File: config.mk
export PLATFORM = sky130hd
export DESIGN_NAME = sync_chan_demux
export DESIGN_NICKNAME = d
export VERILOG_FILES = /design/src/rtl/sync_demux_pkg.sv /design/src/rtl/sdm_sync_window.sv /design/src/rtl/sdm_code_decoder.sv /design/src/rtl/sdm_out_lanes.sv /design/src/rtl/sync_chan_demux.sv
export SDC_FILE = /design/constraint.sdc
export NUM_CORES = 1
export LEC_CHECK = 0
export BUFFER_PORTS_ARGS = -buffer_cell sky130_fd_sc_hd__buf_2
export CELL_PAD_IN_SITES_DETAIL_PLACEMENT = 0
export CELL_PAD_IN_SITES_GLOBAL_PLACEMENT = 2
export CORE_ASPECT_RATIO = 1.75
export CORE_MARGIN = 3
export CORE_UTILIZATION = 35
export DETAILED_ROUTE_END_ITERATION = 8
export PLACE_DENSITY = 0.78
export SLEW_MARGIN = 5
export SYNTH_ARGS = -nofsm -noshare
export SYNTH_HDL_FRONTEND = slang
export SYNTH_SLANG_ARGS = --single-unit
File: constraint.sdc
create_clock -name clk -period 2.6 [get_ports clk]
set_input_delay 0.52 -clock clk [delete_from_list [all_inputs] [get_ports clk]]
set_output_delay 0.52 -clock clk [all_outputs]
set_load 0.02 [all_outputs]
File: src/rtl/sync_demux_pkg.sv
package sync_demux_pkg;

   localparam int BYTE_W = 8;
   localparam int FIELD_W = 4;

   typedef enum logic [FIELD_W-1:0] {
      EVT_LINE_OPEN   = 4'd0,
      EVT_LINE_CLOSE  = 4'd1,
      EVT_FRAME_OPEN  = 4'd2,
      EVT_FRAME_CLOSE = 4'd3
   } sync_event_e;

   localparam logic [FIELD_W-1:0] EVT_LAST = 4'd3;

   typedef struct packed {
      logic               hit;
      logic [FIELD_W-1:0] chan;
      logic [FIELD_W-1:0] kind;
   } sync_hit_t;

   // preamble byte at position pos (0 = first on the wire)
   function automatic logic [BYTE_W-1:0] preamble_byte(input int pos);
      return (pos == 0) ? 8'hFF : 8'h00;
   endfunction

endpackage

File: src/rtl/sdm_sync_window.sv
module sdm_sync_window
   import sync_demux_pkg::*;
#(
   parameter int PRE_LEN = 3
) (
   input  logic              clk,
   input  logic              rst,
   input  logic              in_valid,
   input  logic [BYTE_W-1:0] in_data,
   output logic              fwd_valid,
   output logic [BYTE_W-1:0] fwd_data,
   output sync_hit_t         hit
);

   localparam int OLDEST = PRE_LEN - 1;

   // slot 0 holds the newest byte
   logic [BYTE_W-1:0] slot_d [PRE_LEN];
   logic [PRE_LEN-1:0] slot_v;
   logic pre_seen;

   always_comb begin
      pre_seen = &slot_v;
      for (int i = 0; i < PRE_LEN; i++) begin
         if (slot_d[OLDEST-i] != preamble_byte(i)) pre_seen = 1'b0;
      end
   end

   assign hit.hit  = in_valid && pre_seen;
   assign hit.chan = in_data[BYTE_W-1:FIELD_W];
   assign hit.kind = in_data[FIELD_W-1:0];

   assign fwd_valid = in_valid && !pre_seen && slot_v[OLDEST];
   assign fwd_data  = slot_d[OLDEST];

   always_ff @(posedge clk) begin
      if (rst) begin
         slot_v <= '0;
      end else if (in_valid) begin
         if (pre_seen) slot_v <= '0;
         else          slot_v <= {slot_v[PRE_LEN-2:0], 1'b1};
      end
   end

   for (genvar g = 0; g < PRE_LEN; g++) begin : g_slot
      if (g == 0) begin : g_head
         always_ff @(posedge clk) begin
            if (in_valid) slot_d[0] <= in_data;
         end
      end else begin : g_tail
         always_ff @(posedge clk) begin
            if (in_valid) slot_d[g] <= slot_d[g-1];
         end
      end
   end

endmodule

File: src/rtl/sdm_code_decoder.sv
module sdm_code_decoder
   import sync_demux_pkg::*;
#(
   parameter int NUM_CHAN = 7,
   parameter int MAP_W    = 2
) (
   input  logic                      clk,
   input  logic                      rst,
   input  sync_hit_t                 hit,
   input  logic                      fwd_valid,
   input  logic [BYTE_W-1:0]         fwd_data,
   input  logic [NUM_CHAN*MAP_W-1:0] chan_map,
   output logic                      pix_fire,
   output logic [MAP_W-1:0]          pix_lane,
   output logic [BYTE_W-1:0]         pix_data,
   output logic                      pix_sof,
   output logic                      eol_fire,
   output logic                      err_fire,
   output logic                      mis_fire
);

   localparam logic [FIELD_W-1:0] CHAN_TOP = FIELD_W'(NUM_CHAN - 1);

   logic               line_open_q;
   logic [FIELD_W-1:0] line_chan_q;
   logic               frame_held_q;
   logic [FIELD_W-1:0] frame_chan_q;
   logic               sof_due_q;
   logic               legal;
   sync_event_e        kind;

   function automatic logic [MAP_W-1:0] lane_of(input logic [FIELD_W-1:0] ch,
                                                input logic [NUM_CHAN*MAP_W-1:0] map);
      logic [MAP_W-1:0] r;
      r = '0;
      for (int i = 0; i < NUM_CHAN; i++) begin
         if (ch == FIELD_W'(i)) r = map[i*MAP_W +: MAP_W];
      end
      return r;
   endfunction

   assign legal = (hit.chan <= CHAN_TOP) && (hit.kind <= EVT_LAST);
   assign kind  = sync_event_e'(hit.kind);

   assign pix_fire = fwd_valid && line_open_q;
   assign pix_lane = lane_of(line_chan_q, chan_map);
   assign pix_data = fwd_data;
   assign pix_sof  = sof_due_q;
   assign eol_fire = hit.hit && legal && (kind == EVT_LINE_CLOSE) && line_open_q;
   assign err_fire = hit.hit && !legal;
   assign mis_fire = hit.hit && legal && (kind == EVT_LINE_OPEN)
                     && frame_held_q && (hit.chan != frame_chan_q);

   always_ff @(posedge clk) begin
      if (rst) begin
         line_open_q  <= 1'b0;
         line_chan_q  <= '0;
         frame_held_q <= 1'b0;
         frame_chan_q <= '0;
         sof_due_q    <= 1'b0;
      end else begin
         if (pix_fire) sof_due_q <= 1'b0;
         if (hit.hit) begin
            if (!legal) begin
               line_open_q <= 1'b0;
            end else begin
               unique case (kind)
                  EVT_LINE_OPEN: begin
                     line_open_q <= 1'b1;
                     line_chan_q <= hit.chan;
                  end
                  EVT_LINE_CLOSE: line_open_q <= 1'b0;
                  EVT_FRAME_OPEN: begin
                     line_open_q  <= 1'b0;
                     frame_held_q <= 1'b1;
                     frame_chan_q <= hit.chan;
                     sof_due_q    <= 1'b1;
                  end
                  EVT_FRAME_CLOSE: begin
                     line_open_q  <= 1'b0;
                     frame_held_q <= 1'b0;
                     sof_due_q    <= 1'b0;
                  end
                  default: line_open_q <= 1'b0;
               endcase
            end
         end
      end
   end

endmodule

File: src/rtl/sdm_out_lanes.sv
module sdm_out_lanes
   import sync_demux_pkg::*;
#(
   parameter int NUM_OUT = 4,
   parameter int MAP_W   = 2
) (
   input  logic                       clk,
   input  logic                       rst,
   input  logic                       pix_fire,
   input  logic [MAP_W-1:0]           pix_lane,
   input  logic [BYTE_W-1:0]          pix_data,
   input  logic                       pix_sof,
   input  logic                       eol_fire,
   input  logic                       err_fire,
   input  logic                       mis_fire,
   output logic [NUM_OUT-1:0]         out_valid,
   output logic [NUM_OUT*BYTE_W-1:0]  out_data,
   output logic [NUM_OUT-1:0]         out_sof,
   output logic [NUM_OUT-1:0]         out_eol,
   output logic                       code_err,
   output logic                       chan_mismatch
);

   for (genvar o = 0; o < NUM_OUT; o++) begin : g_lane
      logic sel;
      assign sel = (pix_lane == MAP_W'(o));

      always_ff @(posedge clk) begin
         if (rst) begin
            out_valid[o] <= 1'b0;
            out_sof[o]   <= 1'b0;
            out_eol[o]   <= 1'b0;
         end else begin
            out_valid[o] <= pix_fire && sel;
            out_sof[o]   <= pix_fire && sel && pix_sof;
            out_eol[o]   <= eol_fire && sel;
         end
      end

      always_ff @(posedge clk) begin
         if (rst)                out_data[o*BYTE_W +: BYTE_W] <= '0;
         else if (pix_fire && sel) out_data[o*BYTE_W +: BYTE_W] <= pix_data;
      end
   end

   always_ff @(posedge clk) begin
      if (rst) begin
         code_err      <= 1'b0;
         chan_mismatch <= 1'b0;
      end else begin
         code_err      <= err_fire;
         chan_mismatch <= mis_fire;
      end
   end

endmodule

File: src/rtl/sync_chan_demux.sv
module sync_chan_demux
   import sync_demux_pkg::*;
#(
   parameter int NUM_CHAN = 7,
   parameter int NUM_OUT  = 4,
   parameter int SYNC_LEN = 4,
   localparam int MAP_W   = (NUM_OUT > 1) ? $clog2(NUM_OUT) : 1,
   localparam int PRE_LEN = SYNC_LEN - 1
) (
   input  logic                       clk,
   input  logic                       rst,
   input  logic                       in_valid,
   input  logic [7:0]                 in_data,
   input  logic [NUM_CHAN*MAP_W-1:0]  chan_map,
   output logic [NUM_OUT-1:0]         out_valid,
   output logic [NUM_OUT*8-1:0]       out_data,
   output logic [NUM_OUT-1:0]         out_sof,
   output logic [NUM_OUT-1:0]         out_eol,
   output logic                       code_err,
   output logic                       chan_mismatch
);

   if (NUM_CHAN < 1 || NUM_CHAN > 16) begin : g_bad_chan
      $error("NUM_CHAN must fit the 4-bit channel field");
   end
   if (NUM_OUT < 1) begin : g_bad_out
      $error("NUM_OUT must be at least 1");
   end
   if (SYNC_LEN < 3) begin : g_bad_len
      $error("SYNC_LEN must be at least 3");
   end

   logic              fwd_valid;
   logic [BYTE_W-1:0] fwd_data;
   sync_hit_t         hit;
   logic              pix_fire;
   logic [MAP_W-1:0]  pix_lane;
   logic [BYTE_W-1:0] pix_data;
   logic              pix_sof;
   logic              eol_fire;
   logic              err_fire;
   logic              mis_fire;

   sdm_sync_window #(.PRE_LEN(PRE_LEN)) window_i (
      .clk       (clk),
      .rst       (rst),
      .in_valid  (in_valid),
      .in_data   (in_data),
      .fwd_valid (fwd_valid),
      .fwd_data  (fwd_data),
      .hit       (hit)
   );

   sdm_code_decoder #(.NUM_CHAN(NUM_CHAN), .MAP_W(MAP_W)) decode_i (
      .clk       (clk),
      .rst       (rst),
      .hit       (hit),
      .fwd_valid (fwd_valid),
      .fwd_data  (fwd_data),
      .chan_map  (chan_map),
      .pix_fire  (pix_fire),
      .pix_lane  (pix_lane),
      .pix_data  (pix_data),
      .pix_sof   (pix_sof),
      .eol_fire  (eol_fire),
      .err_fire  (err_fire),
      .mis_fire  (mis_fire)
   );

   sdm_out_lanes #(.NUM_OUT(NUM_OUT), .MAP_W(MAP_W)) lanes_i (
      .clk           (clk),
      .rst           (rst),
      .pix_fire      (pix_fire),
      .pix_lane      (pix_lane),
      .pix_data      (pix_data),
      .pix_sof       (pix_sof),
      .eol_fire      (eol_fire),
      .err_fire      (err_fire),
      .mis_fire      (mis_fire),
      .out_valid     (out_valid),
      .out_data      (out_data),
      .out_sof       (out_sof),
      .out_eol       (out_eol),
      .code_err      (code_err),
      .chan_mismatch (chan_mismatch)
   );

endmodule

Word-level counts from Yosys, hierarchy flattened. Memories as Yosys holds them, arrays and structs flattened. Index checks and enable logic that the tools add are counted.

Add/subtract/negate cells: 0. Reduce and logical (&&, ||, !) cells: 36. Order comparisons: 2. Shift-type cells: 0. Bitwise operators: 0. Multiply operators: 0. Mux-type cells: 20. Eq/ne operators: 14. Divide/modulo/power cells: 0.

Operators by type and width (number): $logic_and A1 B1 Y1 (24); $eq A4 B2 Y1 const B (4); $reduce_bool A8 Y1 (2); $mux W2 (7); $eq A4 B3 Y1 const B (3); $reduce_and A3 Y1 (4); $mux W1 (10); $eq A4 B1 Y1 const B (2); $logic_not A4 Y1 (2); $ne A8 B8 Y1 const B (1); $eq A2 B2 Y1 const B (2); $le A4 B2 Y1 const B (1); $le A4 B3 Y1 const B (1); $ne A4 B4 Y1 (1); $pmux W1 S2 (2); $mux W3 (1); $eq A2 B1 Y1 const B (1); $logic_not A1 Y1 (2); $logic_not A2 Y1 (1); $reduce_bool A2 Y1 (1).

RAM bits: 24. Memories: 1. Output and inout bits: 46. Bits in registers: 60. Word-level logic and storage cells: 97. Bits in latches: 0. Input bits: 25. ROM bits: 0.

Memories: window_i.slot_d (words 3, width 8, read ports 3, clocked after Yosys merged registers in 0, wr ports 3, RTL line sdm_sync_window.sv:18) `logic [BYTE_W-1:0] slot_d [PRE_LEN];`.

Depth between registers and ports, before layout. Gate-level depths: netlist of run 1.

Word-level depth: 12. Gate-level depth with buffers: 8. Gate-level depth less buffers: 6.

Modules after synthesis. A second synthesis of run 1 with hierarchy kept.

Cells, all modules: 298. Area, all modules: 3447.1 um2.

Modules (own cells, without submodules): sdm_out_lanes (cells each 153, instances 1, area an instance 1679.1 um2, seq. area each 920.9 um2); sdm_sync_window (cells each 64, instances 1, area an instance 1047.3 um2, seq. area each 780.7 um2); sdm_code_decoder (cells each 81, instances 1, area an instance 720.7 um2, seq. area each 220.2 um2).

Worst setup path after synthesis of run 1. OpenSTA, ideal clock, no wires.

Kind: register -> register. Start: mem window_i.slot_d[1][1] (netlist: window_i.slot_d[0][9]). End: reg decode_i.frame_chan_q[0]. Clock period less this slack: 2.112 ns. Data arrival time: 1.985 ns. Stages on the path, launching flop included: 7. Required time: 2.472 ns. Library setup time: 0.128 ns. Slack: 0.488 ns. Path buffers: 0. Path through: edfxtp_1 -> or4_4 -> nor4_4 -> nand4_4 -> nor3_4 -> mux2i_1 -> nor2_1.

RTL lines: from (decl) (RTL line sdm_sync_window.sv:18); to (signal assigned) (RTL line sdm_code_decoder.sv:76) `frame_chan_q <= hit.chan;`; to (decl) (RTL line sdm_code_decoder.sv:27) `logic [FIELD_W-1:0] frame_chan_q;`.

==> results.sh, run 1 <==
export IMPL_status="completed"
export IMPL_cts_tree="done"
export IMPL_first_pass_iters=4
export IMPL_finalHoldViolations=0
export IMPL_initial_core_util=0.3598
export IMPL_finClkSkew_ns=0.005205
export IMPL_clock_latency_ns=0.33
export IMPL_crit_cells=6
export IMPL_rsz0062_at_grt="no"
export IMPL_fin_crit_sh=0.9350
export IMPL_final_setup_tns_ns=0
export IMPL_dpl_cell_count=464
export IMPL_post_drt_via_cell_ratio=4.700
export IMPL_drv_slew=0
export IMPL_diodes=0
export IMPL_dp_final_hpwl_mm=5.117
export IMPL_max_slew_worst_pin_slew_ns=0.5860
export IMPL_vias=2256
export IMPL_power_density_nw_per_um2=673.0
export IMPL_grt_max_degree=34
export IMPL_drive_gt1_frac=0.2722
export IMPL_crit_fanout=8
export IMPL_setup_violations=0
export IMPL_io_pins=71
export IMPL_antenna_found_initial=0
export IMPL_layout_commonest_cell="buf_2"
export IMPL_ant_nets=0
export IMPL_slowest_stage="or4_4"
export IMPL_cts_sinks=84
export IMPL_netlist_area_sq_um=3272
export IMPL_cp_start_kind="flip-flop"
export IMPL_gp_congestion=0.7344
export IMPL_synth_area_leader_cell="dfxtp_1"
export IMPL_drt_total_wl_mm=6.819
export IMPL_synthArstFlopShare=0
export IMPL_yosysSeqAreaShare=0.5874
export IMPL_ys_flop_type="dfxtp_1"
export IMPL_portBuffers=70
export IMPL_cp_top_family="simple AND/OR/NAND/NOR gates"
export IMPL_fillCellCount=924
export IMPL_holdPathStages=1
export IMPL_critPathMaxStageDelay_ns=0.55
export IMPL_grt_pass1_wl_mm=11.18
export IMPL_grt_pass1_vias=2277
export IMPL_postCtsSetupBuffers=0
export IMPL_fin_crit_ns=2.431
export IMPL_die_w_um=79.09
export IMPL_crit_type="flip-flop to flip-flop"
export IMPL_areaGrowthSynthToFinish_pct=23.79
export IMPL_cts_made_buffers=9
export IMPL_wire_per_inst_um=14.21
export IMPL_drc=0
export IMPL_core_sq_um=9094
export IMPL_synth_nets=305
export IMPL_maxSlewHeadroom=0.6072
export IMPL_syn_avg_cell_area_sq_um=11.69
export IMPL_leakagePower_nw=1.774
export IMPL_die_y_um=133.9
export IMPL_maxCapViolations=0
export IMPL_synth_area_leaders="dfxtp_1 37%, edfxtp_1 22%, mux2i_1 12%, nand2b_1 8.8%, nor2_1 3.1%"
export IMPL_cts_reportedPaths_clkPinSlew_ns=0.06
export IMPL_dieArea_sq_um=10590
export IMPL_cts_max_level=3
export IMPL_worstSetupEndpointType="flip-flop"
export IMPL_netlist_instances=280
export IMPL_crit_arrival_ns=2.69
export IMPL_cp_num_buf_inv=0
export IMPL_crit_chain="or4_4 -> nor4_4 -> a21boi_1 -> nand3_1 -> or3_1 -> mux2i_1"
export IMPL_synth_top_area_frac=0.3671
export IMPL_gr_total_overflow=0
export IMPL_rows=46
export IMPL_finalPower_mw=2.726
export IMPL_ir_drop_uv=326.4
export IMPL_grt_use_total=0.1387
export IMPL_reg2regPathDepth=6
export IMPL_yosysUniqueCellTypes=37
export IMPL_nets=380
export IMPL_clk_path_buf_depth=2
export IMPL_seq_area_sq_um=1922
export IMPL_final_cell_mix="70 x buf_2, 60 x dfxtp_1, 46 x nand2b_1"
export IMPL_cp_required_ns=2.86
export IMPL_hold_class="input port to flip-flop"
export IMPL_final_cells=480
export IMPL_synth_edff_count=24
export IMPL_yosys_register_bits=84
export IMPL_multi_input_comb_area_sq_um=1274
export IMPL_drt_initial_drc_count=79
export IMPL_clock_fmax_ghz=0.4113
export IMPL_root_buffer="clkbuf_16"
export IMPL_yosysWarnings=0
## cells in the mapped netlist, drive strengths merged, types with 3 or more instances
| cell | count |
|---|---|
| dfxtp | 60 |
| nand2b | 46 |
| mux2i | 38 |
| nor2 | 27 |
| edfxtp | 24 |
| nor3 | 10 |
| a21oi | 9 |
| clkbuf | 7 |
| buf | 6 |
| or3 | 5 |
| nand3 | 4 |
| nand4 | 4 |
| nor2b | 4 |
| nor4 | 4 |
| xnor2 | 4 |
| inv | 3 |
| nand2 | 3 |
| nand4b | 3 |
## what timing repair did
item	in CTS	in global routing
resized for setup	0	1
setup endpoints to repair	0	13
hold buffers	0	0
## cells by family after synthesis
group,Yosys count,synth area share
and+or+nand+nor,121,0.2294
xor gates and xnor gates,4,0.01071
DFF,84,0.5874
buffers and inverters,16,0.02371
AOI/OAI and AO/OA,17,0.03251
muxes,38,0.1163
## metal layers
layer	global-route usage	up-vias	share of wire
met5	0	-	0
met4	0.07553	0	0.026
met3	0.03360	12	0.043
met2	0.2378	51	0.53
met1	0.1556	1058	0.40
li1	-	1135	-
## worst reg2reg max path, stage by stage (launching register included)
cell and delay, ns:
edfxtp_1 0.38, or4_4 0.55, nor4_4 0.38, a21boi_1 0.19, nand3_1 0.21, or3_1 0.42, mux2i_1 0.23
## sequential cells by signal, summed over array words and instances (netlist names)
register and count:
window_i.slot_v 3, lanes_i.code_err 1, decode_i.frame_held_q 1, window_i.slot_d 24
decode_i.line_chan_q 4, decode_i.pix_sof 1, lanes_i.out_valid 4, lanes_i.out_data 32
decode_i.line_open_q 1, lanes_i.out_sof 4, lanes_i.out_eol 4, decode_i.frame_chan_q 4
lanes_i.chan_mismatch 1
## where the power goes
part	switching, mW	total (mW)	internal, mW
clock	0.469	1.24	0.767
combinational	0.0553	0.0945	0.0392
sequential	0.0151	1.40	1.38
total	0.539	2.73	2.19
## path summary, 6_finish.rpt
check	to	startpoint	slack, ns
setup / recovery	lanes_i.out_data[10]	window_i.slot_d[0][9]	0.17
hold / removal	window_i.slot_d[0][2]	in_data[2]	0.39
hold reg to reg	window_i.slot_d[0][10]	window_i.slot_d[0][2]	0.45
setup reg to reg	lanes_i.out_data[10]	window_i.slot_d[0][9]	0.17
## through the flow
step	setup WS (ns)	area, sq um	util	hold WS [ns]
global route	0.01749	4050	0.4454	0.3931
finish	0.1690	4050	0.4454	0.3934
CTS	0.1405	4049	0.4452	0.3781
global placement	0.2265	3759	0.4133	0.4312
detailed placement	0.1650	3759	0.4133	0.4353
floorplan	0.4876	3272	-	0.4166
## area by class of cell
cell class / count / area share
repair buffers: 77 / 0.09947
clock inverters: 3 / 0.009886
well taps: 120 / 0.03707
flip-flops and latches: 84 / 0.4745
clock buffers: 13 / 0.06179
inverters: 3 / 0.002780
multi-input cells: 180 / 0.3145
No activity file was read; power rests on OpenSTA's default activity.
==> run 2, diff against run 1 <==
--- a/config.mk
+++ b/config.mk
@@ -11,6 +11,7 @@
 export CORE_ASPECT_RATIO = 1.75
 export CORE_MARGIN = 3
 export CORE_UTILIZATION = 35
+export CTS_CLUSTER_SIZE = 20
 export DETAILED_ROUTE_END_ITERATION = 8
 export PLACE_DENSITY = 0.78
 export SLEW_MARGIN = 5
==> constraint.sdc (replaced) <==
create_clock -name clk -period 2.36 [get_ports clk]
set_input_delay 0.472 -clock clk [delete_from_list [all_inputs] [get_ports clk]]
set_output_delay 0.472 -clock clk [all_outputs]
set_load 0.02 [all_outputs]
==> results.sh, run 2 (same netlist as run 1, synthesis figures left out) <==
export IMPL_die_y_um=133.9
export IMPL_finClkSkew_ns=0.005660
export IMPL_ant_nets=0
export IMPL_cts_hold_buf=0
export IMPL_worstSetupEndpointType="flip-flop"
export IMPL_utilization=0.4557
export IMPL_maxCapViolations=0
export IMPL_layout_commonest_cell="buf_2"
export IMPL_grt_max_degree=37
export IMPL_fillCellCount=901
export IMPL_crit_chain="or4_4 -> nor4_4 -> a21boi_1 -> and3_1 -> nand3_1 -> buf_12 -> mux2i_1"
export IMPL_antenna_found_initial=0
export IMPL_initial_core_util=0.3598
export IMPL_power_density_nw_per_um2=728.3
export IMPL_drive_gt1_frac=0.2932
export IMPL_crit_fanout=10
export IMPL_clock_latency_ns=0.34
export IMPL_cts_max_level=3
export IMPL_final_setup_tns_ns=0
export IMPL_busiest_layer="met2"
export IMPL_worstHoldStart="in_data[2]"
export IMPL_finalHoldViolations=0
export IMPL_design_area_sq_um=4144
export IMPL_dp_final_hpwl_mm=5.033
export IMPL_seq_area_sq_um=1923
export IMPL_worst_hold_slack_ns=0.3379
export IMPL_final_cell_mix="70 x buf_2, 59 x dfxtp_1, 46 x nand2b_1"
export IMPL_hold_class="input port to flip-flop"
export IMPL_dieArea_sq_um=10590
export IMPL_reg_top3="lanes_i.out_data (32), window_i.slot_d (24)"
export IMPL_reg2regPathDepth=7
export IMPL_max_flop_register="lanes_i.out_data"
export IMPL_gr_total_overflow=0
export IMPL_grt_util_met3=0.04368
export IMPL_holdPathStages=1
export IMPL_maxSlewHeadroom=0.6513
export IMPL_drv_slew=0
export IMPL_met1_usage=0.1448
export IMPL_post_drt_via_cell_ratio=4.606
export IMPL_crit_arrival_ns=2.46
export IMPL_cts_tree="done"
export IMPL_rsz0062_at_grt="no"
export IMPL_ir_drop_uv=340.3
export IMPL_first_pass_iters=4
export IMPL_setup_ws_ns=0.1719
export IMPL_wire_per_inst_um=13.82
export IMPL_fin_crit_sh=0.9272
export IMPL_cp_required_ns=2.63
export IMPL_largest_register_ffs=32
export IMPL_nets=385
export IMPL_vias=2234
export IMPL_drc=0
export IMPL_grt_pass1_vias=2234
export IMPL_die_w_um=79.09
export IMPL_rows=46
export IMPL_root_buffer="clkbuf_16"
export IMPL_portBuffers=70
export IMPL_cts_sinks=84
export IMPL_cts_reportedPaths_clkPinSlew_ns=0.06
export IMPL_areaGrowthSynthToFinish_pct=26.65
export IMPL_grt_pass1_wl_mm=10.94
export IMPL_cp_start_kind="flip-flop"
export IMPL_io_pins=71
export IMPL_multi_input_comb_area_sq_um=1286
export IMPL_cts_made_buffers=9
export IMPL_slowest_stage="or4_4"
export IMPL_drt_initial_drc_count=57
export IMPL_grt_met2_usage=0.2387
export IMPL_grt_use_total=0.1350
export IMPL_core_sq_um=9094
export IMPL_critPathMaxStageDelay_ns=0.56
export IMPL_gp_congestion=0.7143
export IMPL_status="completed"
export IMPL_cp_startpoint="window_i.slot_d[0][9]"
export IMPL_max_slew_worst_pin_slew_ns=0.5202
export IMPL_clock_fmax_ghz=0.4570
export IMPL_diodes=0
export IMPL_setup_violations=0
export IMPL_drt_total_wl_mm=6.702
export IMPL_clk_path_buf_depth=2
export IMPL_pre_cts_ws_ns=0.03749
export IMPL_crit_type="flip-flop to flip-flop"
export IMPL_reg2reg_from="window_i.slot_d[0][9]"
export IMPL_fin_crit_ns=2.188
export IMPL_placed_cell_area_sq_um=3834
export IMPL_leakagePower_nw=1.824
run 2: cell types whose count changed in the layout (fill, tap and decap cells not counted), sizes merged:
cell / delta
buf: +5
clkbuf: -3
clkinv: +3
run 2: cell type report:
cell class / instances / share of cell area
clock buffers: 10 / 0.05525
inverters: 3 / 0.002717
clock inverters: 6 / 0.01600
well taps: 120 / 0.03623
repair buffers: 82 / 0.1153
flip-flops and latches: 84 / 0.4641
multi-input cells: 180 / 0.3104
run 2: per-stage QoR:
stage / std cells / total power, mW
2_1_floorplan: 280 / 1.614
3_3_place_gp: 469 / 1.674
3_5_place_dp: 469 / 1.676
4_1_cts: 485 / 3.064
5_1_grt: 485 / 3.143
6_report: 485 / 3.018
run 2: worst max-delay path: cells and delay by family, from the launching register on:
kind | cells | cell delay (ns)
AND/OR/NAND/NOR | 4 | 1.19
flip-flops | 1 | 0.38
AO/OA/AOI/OAI | 1 | 0.19
multiplexers | 1 | 0.18
buffers and inverters | 1 | 0.16
run 2: repair_timing:
| action | in CTS | in global routing |
|---|---|---|
| endpoints found under the setup margin | 0 | 39 |
| setup buffers | 0 | 0 |
| gates resized for setup | 0 | 4 |
run 2: routing by layer:
metal  vias to the layer above  share of wire
li1                       1142              -
met5                         -              0
met3                         8          0.048
met1                      1037           0.39
met4                         0          0.020
met2                        47           0.54
run 2: where the power goes:
| group | internal [mW] | switching, mW |
|---|---|---|
| Clock | 0.821 | 0.555 |
| Combinational | 0.0443 | 0.0611 |
| Sequential | 1.52 | 0.0170 |
run 2: path summary, 6_finish.rpt:
path	end	slack, ns
hold reg to reg	window_i.slot_d[0][18]	0.45
setup reg to reg	lanes_i.out_data[26]	0.17
setup / recovery	lanes_i.out_data[26]	0.17
hold / removal	window_i.slot_d[0][2]	0.34
